<file path="src/rtl/fault_mgr_pkg.sv">
package fault_mgr_pkg;
  localparam int unsigned SRC_W  = 6;
  localparam int unsigned CODE_W = 8;
  localparam int unsigned N_ENT  = 8;
  localparam int unsigned ADDR_W = 4;
  localparam int unsigned DATA_W = 32;

  // Register addresses (entries occupy 0..N_ENT-1)
  localparam logic [ADDR_W-1:0] A_CTRL  = 4'd8;
  localparam logic [ADDR_W-1:0] A_CAP   = 4'd9;
  localparam logic [ADDR_W-1:0] A_DEST  = 4'd10;
  localparam logic [ADDR_W-1:0] A_FLAGS = 4'd11;
  localparam logic [ADDR_W-1:0] A_CNT   = 4'd12;

  // Control register bit positions
  localparam int unsigned C_FCLR = 0;
  localparam int unsigned C_CCLR = 1;
  localparam int unsigned C_STOP = 2;
  localparam int unsigned C_NTEN = 3;

  // Filter entry, LSB first: src, code, en, count, flag, notify, stop
  typedef struct packed {
    logic              stop;
    logic              notify;
    logic              flag;
    logic              count;
    logic              en;
    logic [CODE_W-1:0] code;
    logic [SRC_W-1:0]  src;
  } filt_t;

  localparam int unsigned FILT_W = $bits(filt_t);
endpackage

</file>
<file path="src/rtl/fault_mgr_match.sv">
module fault_mgr_match
  import fault_mgr_pkg::*;
(
  input  filt_t [N_ENT-1:0] ent,
  input  logic [SRC_W-1:0]  src,
  input  logic [CODE_W-1:0] code,
  output logic [N_ENT-1:0]  hit
);
  for (genvar g = 0; g < N_ENT; g++) begin : g_cmp
    assign hit[g] = ent[g].en && (ent[g].src == src) && (ent[g].code == code);
  end
endmodule

</file>
<file path="src/rtl/fault_mgr_cnt.sv">
module fault_mgr_cnt #(
  parameter int unsigned       CNT_W  = 16,
  parameter logic [CNT_W-1:0]  THRESH = 'hFF
) (
  input  logic             clk,
  input  logic             rst_n,
  input  logic             inc,
  input  logic             clr,
  output logic [CNT_W-1:0] cnt,
  output logic [CNT_W-1:0] cnt_nxt,
  output logic             reach
);
  localparam logic [CNT_W-1:0] MAXV = '1;

  logic [CNT_W-1:0] cnt_q;

  always_comb begin
    cnt_nxt = cnt_q;
    reach   = 1'b0;
    if (clr) begin
      cnt_nxt = '0;
    end else if (inc && (cnt_q != MAXV)) begin
      cnt_nxt = cnt_q + 1'b1;
      reach   = (cnt_nxt == THRESH);
    end
  end

  always_ff @(posedge clk or negedge rst_n) begin
    if (!rst_n) cnt_q <= '0;
    else        cnt_q <= cnt_nxt;
  end

  assign cnt = cnt_q;
endmodule

</file>
<file path="src/rtl/fault_mgr_ntf.sv">
module fault_mgr_ntf #(
  parameter int unsigned W = 64
) (
  input  logic         clk,
  input  logic         rst_n,
  input  logic         load,
  input  logic [W-1:0] word,
  input  logic         ready,
  output logic         valid,
  output logic [W-1:0] data
);
  logic         vld_q, vld_d;
  logic [W-1:0] dat_q, dat_d;
  logic         take;

  always_comb begin
    take  = load && (!vld_q || ready);
    vld_d = take || (vld_q && !ready);
    dat_d = take ? word : dat_q;
  end

  always_ff @(posedge clk or negedge rst_n) begin
    if (!rst_n) begin
      vld_q <= 1'b0;
      dat_q <= '0;
    end else begin
      vld_q <= vld_d;
      if (take) dat_q <= dat_d;
    end
  end

  assign valid = vld_q;
  assign data  = dat_q;
endmodule

</file>
<file path="src/rtl/fault_mgr.sv">
module fault_mgr
  import fault_mgr_pkg::*;
#(
  parameter int unsigned      CNT_W  = 16,
  parameter int unsigned      DEST_W = 16,
  parameter logic [CNT_W-1:0] THRESH = 'hFF
) (
  input  logic              clk,
  input  logic              rst_n,
  input  logic              ev_valid,
  input  logic [SRC_W-1:0]  ev_src,
  input  logic [CODE_W-1:0] ev_code,
  input  logic              reg_wr,
  input  logic [ADDR_W-1:0] reg_addr,
  input  logic [DATA_W-1:0] reg_wdata,
  output logic [DATA_W-1:0] reg_rdata,
  output logic              ntf_valid,
  input  logic              ntf_ready,
  output logic [63:0]       ntf_data,
  output logic [DEST_W-1:0] ntf_dest
);
  localparam int unsigned NTF_W = 64;
  localparam int unsigned PAD_W = NTF_W - SRC_W - CODE_W - N_ENT - CNT_W;

  // Register state
  filt_t [N_ENT-1:0] ent_q, ent_d;
  logic [N_ENT-1:0]  flags_q, flags_d;
  logic              stop_q, stop_d;
  logic              nten_q, nten_d;
  logic [1:0]        cap_q, cap_d;
  logic [DEST_W-1:0] dest_q, dest_d;

  // Datapath
  logic [N_ENT-1:0] hit, hv;
  logic [N_ENT-1:0] m_cnt, m_flag, m_ntf, m_stop;
  logic             accept, ctrl_wr, fclr, cclr;
  logic             act_cnt, ent_stop, ent_ntf;
  logic [N_ENT-1:0] flag_set;
  logic             all_trip, thr_trip, hw_stop, ntf_req;
  logic [CNT_W-1:0] cnt, cnt_nxt;
  logic             reach;
  logic [NTF_W-1:0] ntf_word;

  fault_mgr_match u_match (
    .ent  (ent_q),
    .src  (ev_src),
    .code (ev_code),
    .hit  (hit)
  );

  for (genvar g = 0; g < N_ENT; g++) begin : g_mask
    assign m_cnt[g]  = ent_q[g].count;
    assign m_flag[g] = ent_q[g].flag;
    assign m_ntf[g]  = ent_q[g].notify;
    assign m_stop[g] = ent_q[g].stop;
  end

  always_comb begin
    accept   = ev_valid && !stop_q;
    hv       = accept ? hit : '0;
    ctrl_wr  = reg_wr && (reg_addr == A_CTRL);
    fclr     = ctrl_wr && reg_wdata[C_FCLR];
    cclr     = ctrl_wr && reg_wdata[C_CCLR];
    act_cnt  = |(hv & m_cnt);
    flag_set = hv & m_flag;
    ent_stop = |(hv & m_stop);
    ent_ntf  = |(hv & m_ntf);
  end

  fault_mgr_cnt #(
    .CNT_W  (CNT_W),
    .THRESH (THRESH)
  ) u_cnt (
    .clk     (clk),
    .rst_n   (rst_n),
    .inc     (act_cnt),
    .clr     (cclr),
    .cnt     (cnt),
    .cnt_nxt (cnt_nxt),
    .reach   (reach)
  );

  // Next state: flags, halt, control, capability, destination, entries
  always_comb begin
    flags_d  = fclr ? '0 : (flags_q | flag_set);
    all_trip = cap_q[0] && !fclr && (|flag_set) && (&(flags_q | flag_set));
    thr_trip = cap_q[1] && reach;
    hw_stop  = ent_stop || all_trip || thr_trip;
    stop_d   = (ctrl_wr ? reg_wdata[C_STOP] : stop_q) || hw_stop;
    nten_d   = ctrl_wr ? reg_wdata[C_NTEN] : nten_q;
    cap_d    = (reg_wr && reg_addr == A_CAP) ? reg_wdata[1:0] : cap_q;
    dest_d   = (reg_wr && reg_addr == A_DEST) ? reg_wdata[DEST_W-1:0] : dest_q;
    ntf_req  = nten_q && (ent_ntf || all_trip || thr_trip);
    ntf_word = {ev_src, ev_code, flags_d, cnt_nxt, {PAD_W{1'b0}}};
    for (int i = 0; i < N_ENT; i++) begin
      ent_d[i] = (reg_wr && reg_addr == ADDR_W'(i)) ? filt_t'(reg_wdata[FILT_W-1:0])
                                                    : ent_q[i];
    end
  end

  always_ff @(posedge clk or negedge rst_n) begin
    if (!rst_n) begin
      ent_q   <= '0;
      flags_q <= '0;
      stop_q  <= 1'b0;
      nten_q  <= 1'b0;
      cap_q   <= '0;
      dest_q  <= '0;
    end else begin
      ent_q   <= ent_d;
      flags_q <= flags_d;
      stop_q  <= stop_d;
      nten_q  <= nten_d;
      cap_q   <= cap_d;
      dest_q  <= dest_d;
    end
  end

  fault_mgr_ntf #(.W(NTF_W)) u_ntf (
    .clk   (clk),
    .rst_n (rst_n),
    .load  (ntf_req),
    .word  (ntf_word),
    .ready (ntf_ready),
    .valid (ntf_valid),
    .data  (ntf_data)
  );

  assign ntf_dest = dest_q;

  // Read mux
  always_comb begin
    reg_rdata = '0;
    for (int i = 0; i < N_ENT; i++) begin
      if (reg_addr == ADDR_W'(i)) reg_rdata = DATA_W'(ent_q[i]);
    end
    case (reg_addr)
      A_CTRL:  reg_rdata = DATA_W'({nten_q, stop_q, 2'b00});
      A_CAP:   reg_rdata = DATA_W'(cap_q);
      A_DEST:  reg_rdata = DATA_W'(dest_q);
      A_FLAGS: reg_rdata = DATA_W'(flags_q);
      A_CNT:   reg_rdata = DATA_W'(cnt);
      default: ;
    endcase
  end
endmodule

</file>
<file path="config.mk">
export PLATFORM = sky130hd
export DESIGN_NAME = fault_mgr
export DESIGN_NICKNAME = d
export VERILOG_FILES = /design/src/rtl/fault_mgr_pkg.sv /design/src/rtl/fault_mgr_match.sv /design/src/rtl/fault_mgr_cnt.sv /design/src/rtl/fault_mgr_ntf.sv /design/src/rtl/fault_mgr.sv
export SDC_FILE = /design/constraint.sdc
export NUM_CORES = 1
export LEC_CHECK = 0
export ABC_AREA = 1
export BUFFER_PORTS_ARGS = -buffer_cell sky130_fd_sc_hd__buf_2
export CAP_MARGIN = 20
export CELL_PAD_IN_SITES_DETAIL_PLACEMENT = 1
export CELL_PAD_IN_SITES_GLOBAL_PLACEMENT = 2
export CORE_MARGIN = 2
export CORE_UTILIZATION = 35
export CTS_CLUSTER_SIZE = 8
export DETAILED_ROUTE_END_ITERATION = 10
export GPL_TIMING_DRIVEN = 0
export PLACE_DENSITY = 0.92
export SETUP_SLACK_MARGIN = 0.02
export SYNTH_ARGS = -nofsm -noshare
export SYNTH_HDL_FRONTEND = slang
export SYNTH_SLANG_ARGS = --single-unit
</file>
<file path="constraint.sdc">
create_clock -name clk -period 6.1 [get_ports clk]
set_input_delay 1.83 -clock clk [delete_from_list [all_inputs] [get_ports clk]]
set_output_delay 1.83 -clock clk [all_outputs]
set_load 0.05 [all_outputs]
</file>
==> out/metrics.json, run 1 <==
{
  "dieHeight": {"value": 203, "unit": "microns"},
  "final_layout_size_suffix_gt1_share": {"value": 11.6, "unit": "%"},
  "initial_antenna_violation_count": {"value": 1},
  "number_of_port_buffers": {"value": 104},
  "min_period_over_period": {"value": 98.0, "unit": "%"},
  "tightest_slew": {"value": 0.812, "unit": "ns"},
  "p_per_area": {"value": 318, "unit": "nW/um^2"},
  "critical_path_required": {"value": 4.27, "unit": "ns"},
  "synth_cells": {"value": 2021},
  "drt_drc_violations_left": {"value": 0},
  "fin_nets": {"value": 2259},
  "wirelength": {"value": 60500, "unit": "microns"},
  "first_global_vias": {"value": 14600},
  "fin_cells": {"value": 2725},
  "setup_repair_after_global_routing_missed_its_margin": {"value": "false"},
  "yosysSeqAreaShare": {"value": 42.6, "unit": "%"},
  "hpwl": {"value": 47600, "unit": "microns"},
  "placed_cells": {"value": 2683},
  "fin_area": {"value": 16200, "unit": "sq um"},
  "fin_worst_skew": {"value": 0.0181, "unit": "ns"},
  "largest_area_contributor_in_the_synthesized_netlist": {"value": "sky130_fd_sc_hd__dfrtp_1"},
  "detail_route.iter0.violations": {"value": 1168},
  "worst_hold_check_path_type": {"value": "reg2reg"},
  "reg2regPathDepth": {"value": 16},
  "fin_total_pwr": {"value": 5150, "unit": "uW"},
  "dieWidth": {"value": 203, "unit": "microns"},
  "placedInstanceArea": {"value": 15200, "unit": "sq um"},
  "cts_max_path_buffers": {"value": 3},
  "arrival": {"value": 4.15, "unit": "ns"},
  "setup-violations-final": {"value": 0},
  "core_region_area": {"value": 38700, "unit": "sq um"},
  "synth.distinct_cells": {"value": 39},
  "worst_hold_margin": {"value": 0.463, "unit": "ns"},
  "synth.ff_latch_count": {"value": 235},
  "dieArea": {"value": 41000, "unit": "sq um"},
  "via_count": {"value": 14500},
  "worstSetupEndpointType": {"value": "primary output"},
  "worst-setup-path-type": {"value": "in2out"},
  "hold_viol": {"value": 0},
  "synth.cell_area": {"value": 13800, "unit": "sq um"},
  "pin_count_of_the_biggest_net_entering_global_routing": {"value": 105},
  "worstHoldStart": {"value": "u_ntf.data[53]"},
  "max_cap_viol_count": {"value": 0},
  "gp_congestion": {"value": 0.953},
  "run_status": {"value": "finished clean"},
  "layout_min_cycle_time": {"value": 5.98, "unit": "ns"},
  "p_leak": {"value": 0.00843, "unit": "uW"},
  "grt_use_total": {"value": 29.5, "unit": "%"},
  "clk_pin_slew": {"value": 0.05, "unit": "ns"},
  "rrSetupSlack": {"value": 2.93, "unit": "ns"},
  "synthTopCellsByArea": {"value": "sky130_fd_sc_hd__dfrtp_1, sky130_fd_sc_hd__nand2_1, sky130_fd_sc_hd__o21ai_0"},
  "rr_startpoint": {"value": "stop_q"},
  "drt_pre_antenna_iters": {"value": 5},
  "wl_per_cell": {"value": 22.2, "unit": "microns"},
  "placement_rows": {"value": 72},
  "r2r-end": {"value": "u_ntf.data[50]"},
  "critical_path.startpoint_type": {"value": "input port"},
  "avgViaCountPerCell": {"value": 5.32},
  "timing.critical_path.fanout_max": {"value": 10},
  "tritoncts": {"value": "done"},
  "initial_core_util": {"value": 35.6, "unit": "%"},
  "slew_violations": {"value": 0},
  "timing.critical_path.to": {"value": "reg_rdata[11]"},
  "ios": {"value": 168},
  "clock_tree.htree_level_count": {"value": 2},
  "tritoncts.num_buffers": {"value": 35},
  "area_growth": {"value": 17.4, "unit": "%"},
  "post-cts-setup-buffer-count": {"value": 0},
  "power.ir.vdd_worst": {"value": 0.170, "unit": "mV"},
  "cts_root_buf": {"value": "sky130_fd_sc_hd__clkbuf_16"},
  "syn-mean-instance-area": {"value": 6.82, "unit": "sq um"},
  "clk_latency_worst_skew_pair": {"value": 0.54, "unit": "ns"},
  "ys.warnings.count": {"value": 0},
  "yosys.area.top_type_share": {"value": 42.6, "unit": "%"},
  "grt_first_pass_wirelength": {"value": 90500, "unit": "microns"},
  "globalRoute.totalOverflow": {"value": 0},
  "setup.worst_path.start": {"value": "reg_addr[3]"},
  "cts_sinks": {"value": 235},
  "clock.fmax": {"value": 167, "unit": "MHz"},
  "detail-route-antenna-nets": {"value": 0},
  "slew-limit-headroom": {"value": 45.9, "unit": "%"}
}
-- cells in the final DEF, fill, tap and decap left out, types with 4 or more instances in the layout --
| master | Yosys | layout |
|---|---|---|
| sky130_fd_sc_hd__o21ai_0 | 195 | 195 |
| sky130_fd_sc_hd__nand4_1 | 49 | 49 |
| sky130_fd_sc_hd__buf_2 | 8 | 111 |
| sky130_fd_sc_hd__nand2_2 | 1 | 4 |
| sky130_fd_sc_hd__xnor2_1 | 14 | 14 |
| sky130_fd_sc_hd__nor3_1 | 10 | 9 |
| sky130_fd_sc_hd__nor2_1 | 208 | 204 |
| sky130_fd_sc_hd__clkbuf_16 | 0 | 37 |
| sky130_fd_sc_hd__nand2_1 | 781 | 778 |
| sky130_fd_sc_hd__nand3_1 | 73 | 73 |
| sky130_fd_sc_hd__buf_4 | 55 | 55 |
| sky130_fd_sc_hd__inv_1 | 191 | 191 |
| sky130_fd_sc_hd__nand3_2 | 4 | 4 |
| sky130_fd_sc_hd__a221oi_1 | 8 | 8 |
| sky130_fd_sc_hd__conb_1 | 1 | 39 |
| sky130_fd_sc_hd__dfrtp_1 | 235 | 235 |
| sky130_fd_sc_hd__o211ai_1 | 5 | 5 |
| sky130_fd_sc_hd__clkbuf_1 | 54 | 51 |
| sky130_fd_sc_hd__o22ai_1 | 22 | 22 |
| sky130_fd_sc_hd__nor2_4 | 3 | 6 |
| sky130_fd_sc_hd__nand3b_1 | 10 | 10 |
| sky130_fd_sc_hd__xor2_1 | 6 | 6 |
| sky130_fd_sc_hd__clkbuf_2 | 1 | 7 |
| sky130_fd_sc_hd__o2111ai_1 | 14 | 14 |
| sky130_fd_sc_hd__inv_2 | 12 | 12 |
| sky130_fd_sc_hd__a21oi_1 | 36 | 36 |
| sky130_fd_sc_hd__nor2_2 | 6 | 7 |
-- metrics by stage --
stage	setup slack, ns	utilization, %	TNS, ns
2_1_floorplan	0.475	-	0
3_3_place_gp	-1.27	39.0	-295.44
3_5_place_dp	-0.480	39.2	-5.16
4_1_cts	0.0516	41.8	0
5_1_grt	0.0482	41.8	0
6_report	0.122	41.8	0
-- flip-flops by register name (all words and copies together), names as in the netlist --
name and cells:
u_cnt.cnt 16, u_ntf.data 38, flags_q 8, nten_q 1, stop_q 1, ent_q 152
cap_q 2, u_ntf.valid 1, ntf_dest 16
-- critical path, cell delays in order --
cell and delay, ns:
sky130_fd_sc_hd__buf_2 0.11, sky130_fd_sc_hd__nor2_1 0.31, sky130_fd_sc_hd__nand2_2 0.31, sky130_fd_sc_hd__clkbuf_2 0.34, sky130_fd_sc_hd__o22ai_1 0.32, sky130_fd_sc_hd__nor3_1 0.13
sky130_fd_sc_hd__o2111ai_1 0.12, sky130_fd_sc_hd__a21oi_1 0.10, sky130_fd_sc_hd__o211ai_1 0.20, sky130_fd_sc_hd__buf_2 0.34
-- where the power goes --
| group | total, uW | internal (uW) | switching, uW | leakage [uW] |
|---|---|---|---|---|
| clock network | 1810 | 1080 | 733 | 0.000467 |
| registers | 2070 | 1820 | 254 | 0.00303 |
| logic | 1270 | 353 | 917 | 0.00493 |
-- cells by family after synthesis --
family / share of synthesized area, %
fa+ha+maj: 0.181
xor+xnor: 1.27
buf+inv: 10.7
compound gates: 11.6
simple gates: 33.6
other cells: 0.0272
flops: 42.6
-- metal layers --
metal	global-route usage, %	share of wire (%)
met4	9.41	3.1
met2	46.7	45
met3	4.82	6.3
met1	41.4	45
met5	0	0
-- synth_stat cells, drive strengths merged --
library cell and n:
nand2 782, dfrtp 235, nor2 217, inv 204, o21ai 195, nand3 77
buf 67, clkbuf 55, nand4 49, a21oi 37, o22ai 22, o2111ai 14
xnor2 14, nand3b 10, nor3 10, a221oi 8, xor2 6, o211ai 5
a2111oi 3, a22o 2, ha 2, a211oi 1, a31oi 1, and2 1
and3 1, clkinv 1, conb 1, o221ai 1
-- layout make-up --
type / count / area [sq um]
Fill cell: 5100 / 22500
Multi-Input combinational cell: 1497 / 6640
Sequential cell: 235 / 5880
Clock buffer: 41 / 951
Inverter: 205 / 773
Buffer: 122 / 706
Tap cell: 518 / 648
Timing Repair Buffer: 106 / 586
Antenna cell: 1 / 2.50
-- timing repair --
action,CTS,global route
hold buffers,0,0
gates resized for setup,18,8
hold endpoints to repair,0,0
endpoints found under the setup margin,18,14
-- worst min path at each step --
| stage | endpoint | slack [ns] | depth (start not counted) |
|---|---|---|---|
| 3_3_place_gp | u_ntf.data[53] | 0.45 | 2 |
| 3_5_place_dp | u_ntf.data[61] | 0.45 | 2 |
| 6_report | u_ntf.data[53] | 0.46 | 2 |
| 4_1_cts | u_ntf.data[61] | 0.47 | 2 |
| 2_1_floorplan | ent_q[17] | 0.45 | 2 |
| 5_1_grt | u_ntf.data[47] | 0.49 | 2 |
Power figures use the tool's default switching activity.
==> run 2: changes to the inputs <==
- CORE_MARGIN: 2 -> not set
- GPL_ROUTABILITY_DRIVEN: not set -> 0
==> run 2 against run 1 <==
Effect of this change:
- fmax increased by 0.76%
- sequential share of layout area increased by 0.093 points
- critical endpoint is now reg_rdata[0]
- final cell count about the same
- global-route usage decreased by 0.27 points
- largest cell class unchanged
- critical path type unchanged
- register-to-register slack improved by 0.02 ns
- highest routed layer unchanged
- first-iteration DRC count increased by 1.5%
- design area decreased by 0.26%
- via count decreased by 0.38%
- clock skew increased by 0.0055 ns
==> out/metrics.json, run 2 (same netlist as run 1, synthesis figures left out) <==
{
  "rr_startpoint": {"value": "stop_q"},
  "mostFrequentLayoutCell": {"value": "sky130_fd_sc_hd__nand2_1"},
  "num-fill-cells": {"value": 5067},
  "p_leak": {"value": 0.00841, "unit": "uW"},
  "registers.top_by_ff_count": {"value": "ent_q"},
  "minimum_setup_slack_after_placement": {"value": -0.427, "unit": "ns"},
  "clk_pin_slew": {"value": 0.05, "unit": "ns"},
  "first_global_vias": {"value": 14700},
  "placement_rows": {"value": 72},
  "worst_path_max_delay_cell": {"value": "sky130_fd_sc_hd__clkbuf_2"},
  "power.clock.fraction": {"value": 34.6, "unit": "%"},
  "grt_use_total": {"value": 29.3, "unit": "%"},
  "power.internal": {"value": 3210, "unit": "uW"},
  "clk_latency_worst_skew_pair": {"value": 0.53, "unit": "ns"},
  "fin_worst_skew": {"value": 0.0236, "unit": "ns"},
  "layout_common_cells": {"value": "sky130_fd_sc_hd__nand2_1, sky130_fd_sc_hd__dfrtp_1, sky130_fd_sc_hd__nor2_1"},
  "slew-limit-headroom": {"value": 46.6, "unit": "%"},
  "initial_core_util": {"value": 35.6, "unit": "%"},
  "worstSetupEndpointType": {"value": "primary output"},
  "path_buf_inv": {"value": 4},
  "cts-hold-fix-buffers": {"value": 0},
  "critical_path.startpoint_type": {"value": "input port"},
  "fin_cells": {"value": 2723},
  "post-route-worst-setup-slack": {"value": 0.167, "unit": "ns"},
  "tightest_slew": {"value": 0.801, "unit": "ns"},
  "via_count": {"value": 14400},
  "dieHeight": {"value": 201, "unit": "microns"},
  "layout_min_cycle_time": {"value": 5.93, "unit": "ns"},
  "globalRoute.totalOverflow": {"value": 0},
  "power.ir.vdd_worst": {"value": 0.164, "unit": "mV"},
  "wirelength_met1": {"value": 26600, "unit": "microns"},
  "arrival": {"value": 4.10, "unit": "ns"},
  "cts_root_buf": {"value": "sky130_fd_sc_hd__clkbuf_16"},
  "p_comb_share": {"value": 24.7, "unit": "%"},
  "final_layout_size_suffix_gt1_share": {"value": 11.6, "unit": "%"},
  "wirelength": {"value": 58300, "unit": "microns"},
  "drt_drc_violations_left": {"value": 0},
  "met2_wirelength": {"value": 26300, "unit": "microns"},
  "initial_antenna_violation_count": {"value": 1},
  "power_switching_share": {"value": 36.9, "unit": "%"},
  "wl_per_cell": {"value": 21.4, "unit": "microns"},
  "wl_met3": {"value": 3240, "unit": "microns"},
  "clock.fmax": {"value": 169, "unit": "MHz"},
  "worst-setup-path-type": {"value": "in2out"},
  "worstHoldStart": {"value": "u_ntf.data[44]"},
  "fin_nets": {"value": 2259},
  "slowest_stage_delay_on_critical_path": {"value": 0.39, "unit": "ns"},
  "layout.core_utilization": {"value": 41.7, "unit": "%"},
  "timing.critical_path.cells": {"value": "buf_2, inv_1, nor2_1, nand2_2, clkbuf_2, o22ai_1, a21oi_1, o21ai_0, a211oi_1, nand4_1, buf_2"},
  "placedInstanceArea": {"value": 15200, "unit": "sq um"},
  "area_growth": {"value": 17.1, "unit": "%"},
  "largest_register_ff_count": {"value": 152},
  "tritoncts.num_buffers": {"value": 35},
  "run_status": {"value": "finished clean"},
  "setup-violations-final": {"value": 0},
  "hpwl": {"value": 46000, "unit": "microns"},
  "clock_tree.htree_level_count": {"value": 2},
  "cts_max_path_buffers": {"value": 3},
  "fin_area": {"value": 16100, "unit": "sq um"},
  "rrSetupSlack": {"value": 2.95, "unit": "ns"},
  "avgViaCountPerCell": {"value": 5.30},
  "setup.worst_path.start": {"value": "reg_addr[0]"},
  "dieArea": {"value": 40200, "unit": "sq um"},
  "min_period_over_period": {"value": 97.3, "unit": "%"},
  "slew_violations": {"value": 0},
  "critical_path_required": {"value": 4.27, "unit": "ns"},
  "power.net_switching": {"value": 1870, "unit": "uW"},
  "grt_first_pass_wirelength": {"value": 89000, "unit": "microns"},
  "drt_pre_antenna_iters": {"value": 5},
  "max_cap_viol_count": {"value": 0},
  "worst_hold_check_path_type": {"value": "reg2reg"},
  "core_region_area": {"value": 38700, "unit": "sq um"},
  "pin_count_of_the_biggest_net_entering_global_routing": {"value": 98},
  "placed_cells": {"value": 2683},
  "timing.critical_path.fanout_max": {"value": 10},
  "detail-route-antenna-nets": {"value": 0},
  "setup-tns-final": {"value": 0, "unit": "ns"},
  "p_per_area": {"value": 315, "unit": "nW/um^2"},
  "seq_power_share": {"value": 40.7, "unit": "%"},
  "number_of_port_buffers": {"value": 104},
  "tritoncts": {"value": "done"},
  "worst_path_dominant_cell_family": {"value": "buffers and inverters"},
  "detail_route.iter0.violations": {"value": 1185},
  "top_layer_used": {"value": "met4"},
  "top_cell_by_count_worst_path": {"value": "sky130_fd_sc_hd__buf_2"},
  "ios": {"value": 168},
  "cts_sinks": {"value": 235},
  "setup_repair_after_global_routing_missed_its_margin": {"value": "false"},
  "dieWidth": {"value": 201, "unit": "microns"},
  "hold_viol": {"value": 0}
}
run 2: cell types whose count changed in the layout (fill, tap and decap cells not counted), sizes merged:
cell	before	now
inv	204	205
clkbuf	96	93
run 2: final timing paths:
path / endpoint / depth (start not counted)
max: reg_rdata[0] / 11
min reg2reg: u_ntf.data[44] / 2
max reg2reg: u_ntf.data[52] / 15
max in group asynchronous: ent_q[22] / 2
min: u_ntf.data[44] / 2
min in group asynchronous: u_ntf.data[29] / 1
run 2: stage by stage:
step | total power [uW] | hold slack (ns)
2_1_floorplan | 2870 | 0.453
3_3_place_gp | 3250 | 0.449
3_5_place_dp | 3310 | 0.454
4_1_cts | 5080 | 0.467
5_1_grt | 5320 | 0.491
6_report | 5080 | 0.466
run 2: timing repair:
item,CTS,global route
resized for setup,14,11
buffers inserted,0,0
setup endpoints to repair,18,16
run 2: final cells by class:
type | count | area, sq um | share of cell area [%]
Clock buffer | 38 | 907 | 5.62
Antenna cell | 1 | 2.50 | 0.0155
Timing Repair Buffer | 106 | 586 | 3.63
Sequential cell | 235 | 5880 | 36.4
Multi-Input combinational cell | 1497 | 6640 | 41.1
Inverter | 205 | 773 | 4.79
Clock inverter | 1 | 8.76 | 0.0542
Buffer | 122 | 706 | 4.37
Tap cell | 518 | 648 | 4.01
run 2: worst reg2reg max path, cell delays in order (launching register included):
cell,delay [ns]
sky130_fd_sc_hd__dfrtp_1,0.41
sky130_fd_sc_hd__inv_1,0.31
sky130_fd_sc_hd__nand3_1,0.25
sky130_fd_sc_hd__nor2_1,0.15
sky130_fd_sc_hd__nand2_1,0.06
sky130_fd_sc_hd__nor2_1,0.31
sky130_fd_sc_hd__nand3_1,0.37
sky130_fd_sc_hd__nand2_1,0.16
sky130_fd_sc_hd__nor2_1,0.06
sky130_fd_sc_hd__a21oi_1,0.14
sky130_fd_sc_hd__nand2_1,0.10
sky130_fd_sc_hd__nand3_2,0.14
sky130_fd_sc_hd__buf_4,0.21
sky130_fd_sc_hd__buf_6,0.17
sky130_fd_sc_hd__nand4_1,0.14
sky130_fd_sc_hd__nand2_1,0.11
run 2: power groups by stage:
stage / sequential [uW] / combinational [uW] / clock, uW
detailed placement: 2080 / 1230 / 0
CTS: 2060 / 1240 / 1780
floorplan: 2080 / 790 / 0
finish: 2070 / 1260 / 1760
global route: 2100 / 1390 / 1830
global placement: 2070 / 1180 / 0
run 2: metal layers:
layer  GRT usage, %  vias up
met4           11.3        0
met3           2.97      104
met2           46.0      467
met1           41.5     7188
met5              0        -
li1               -     6675
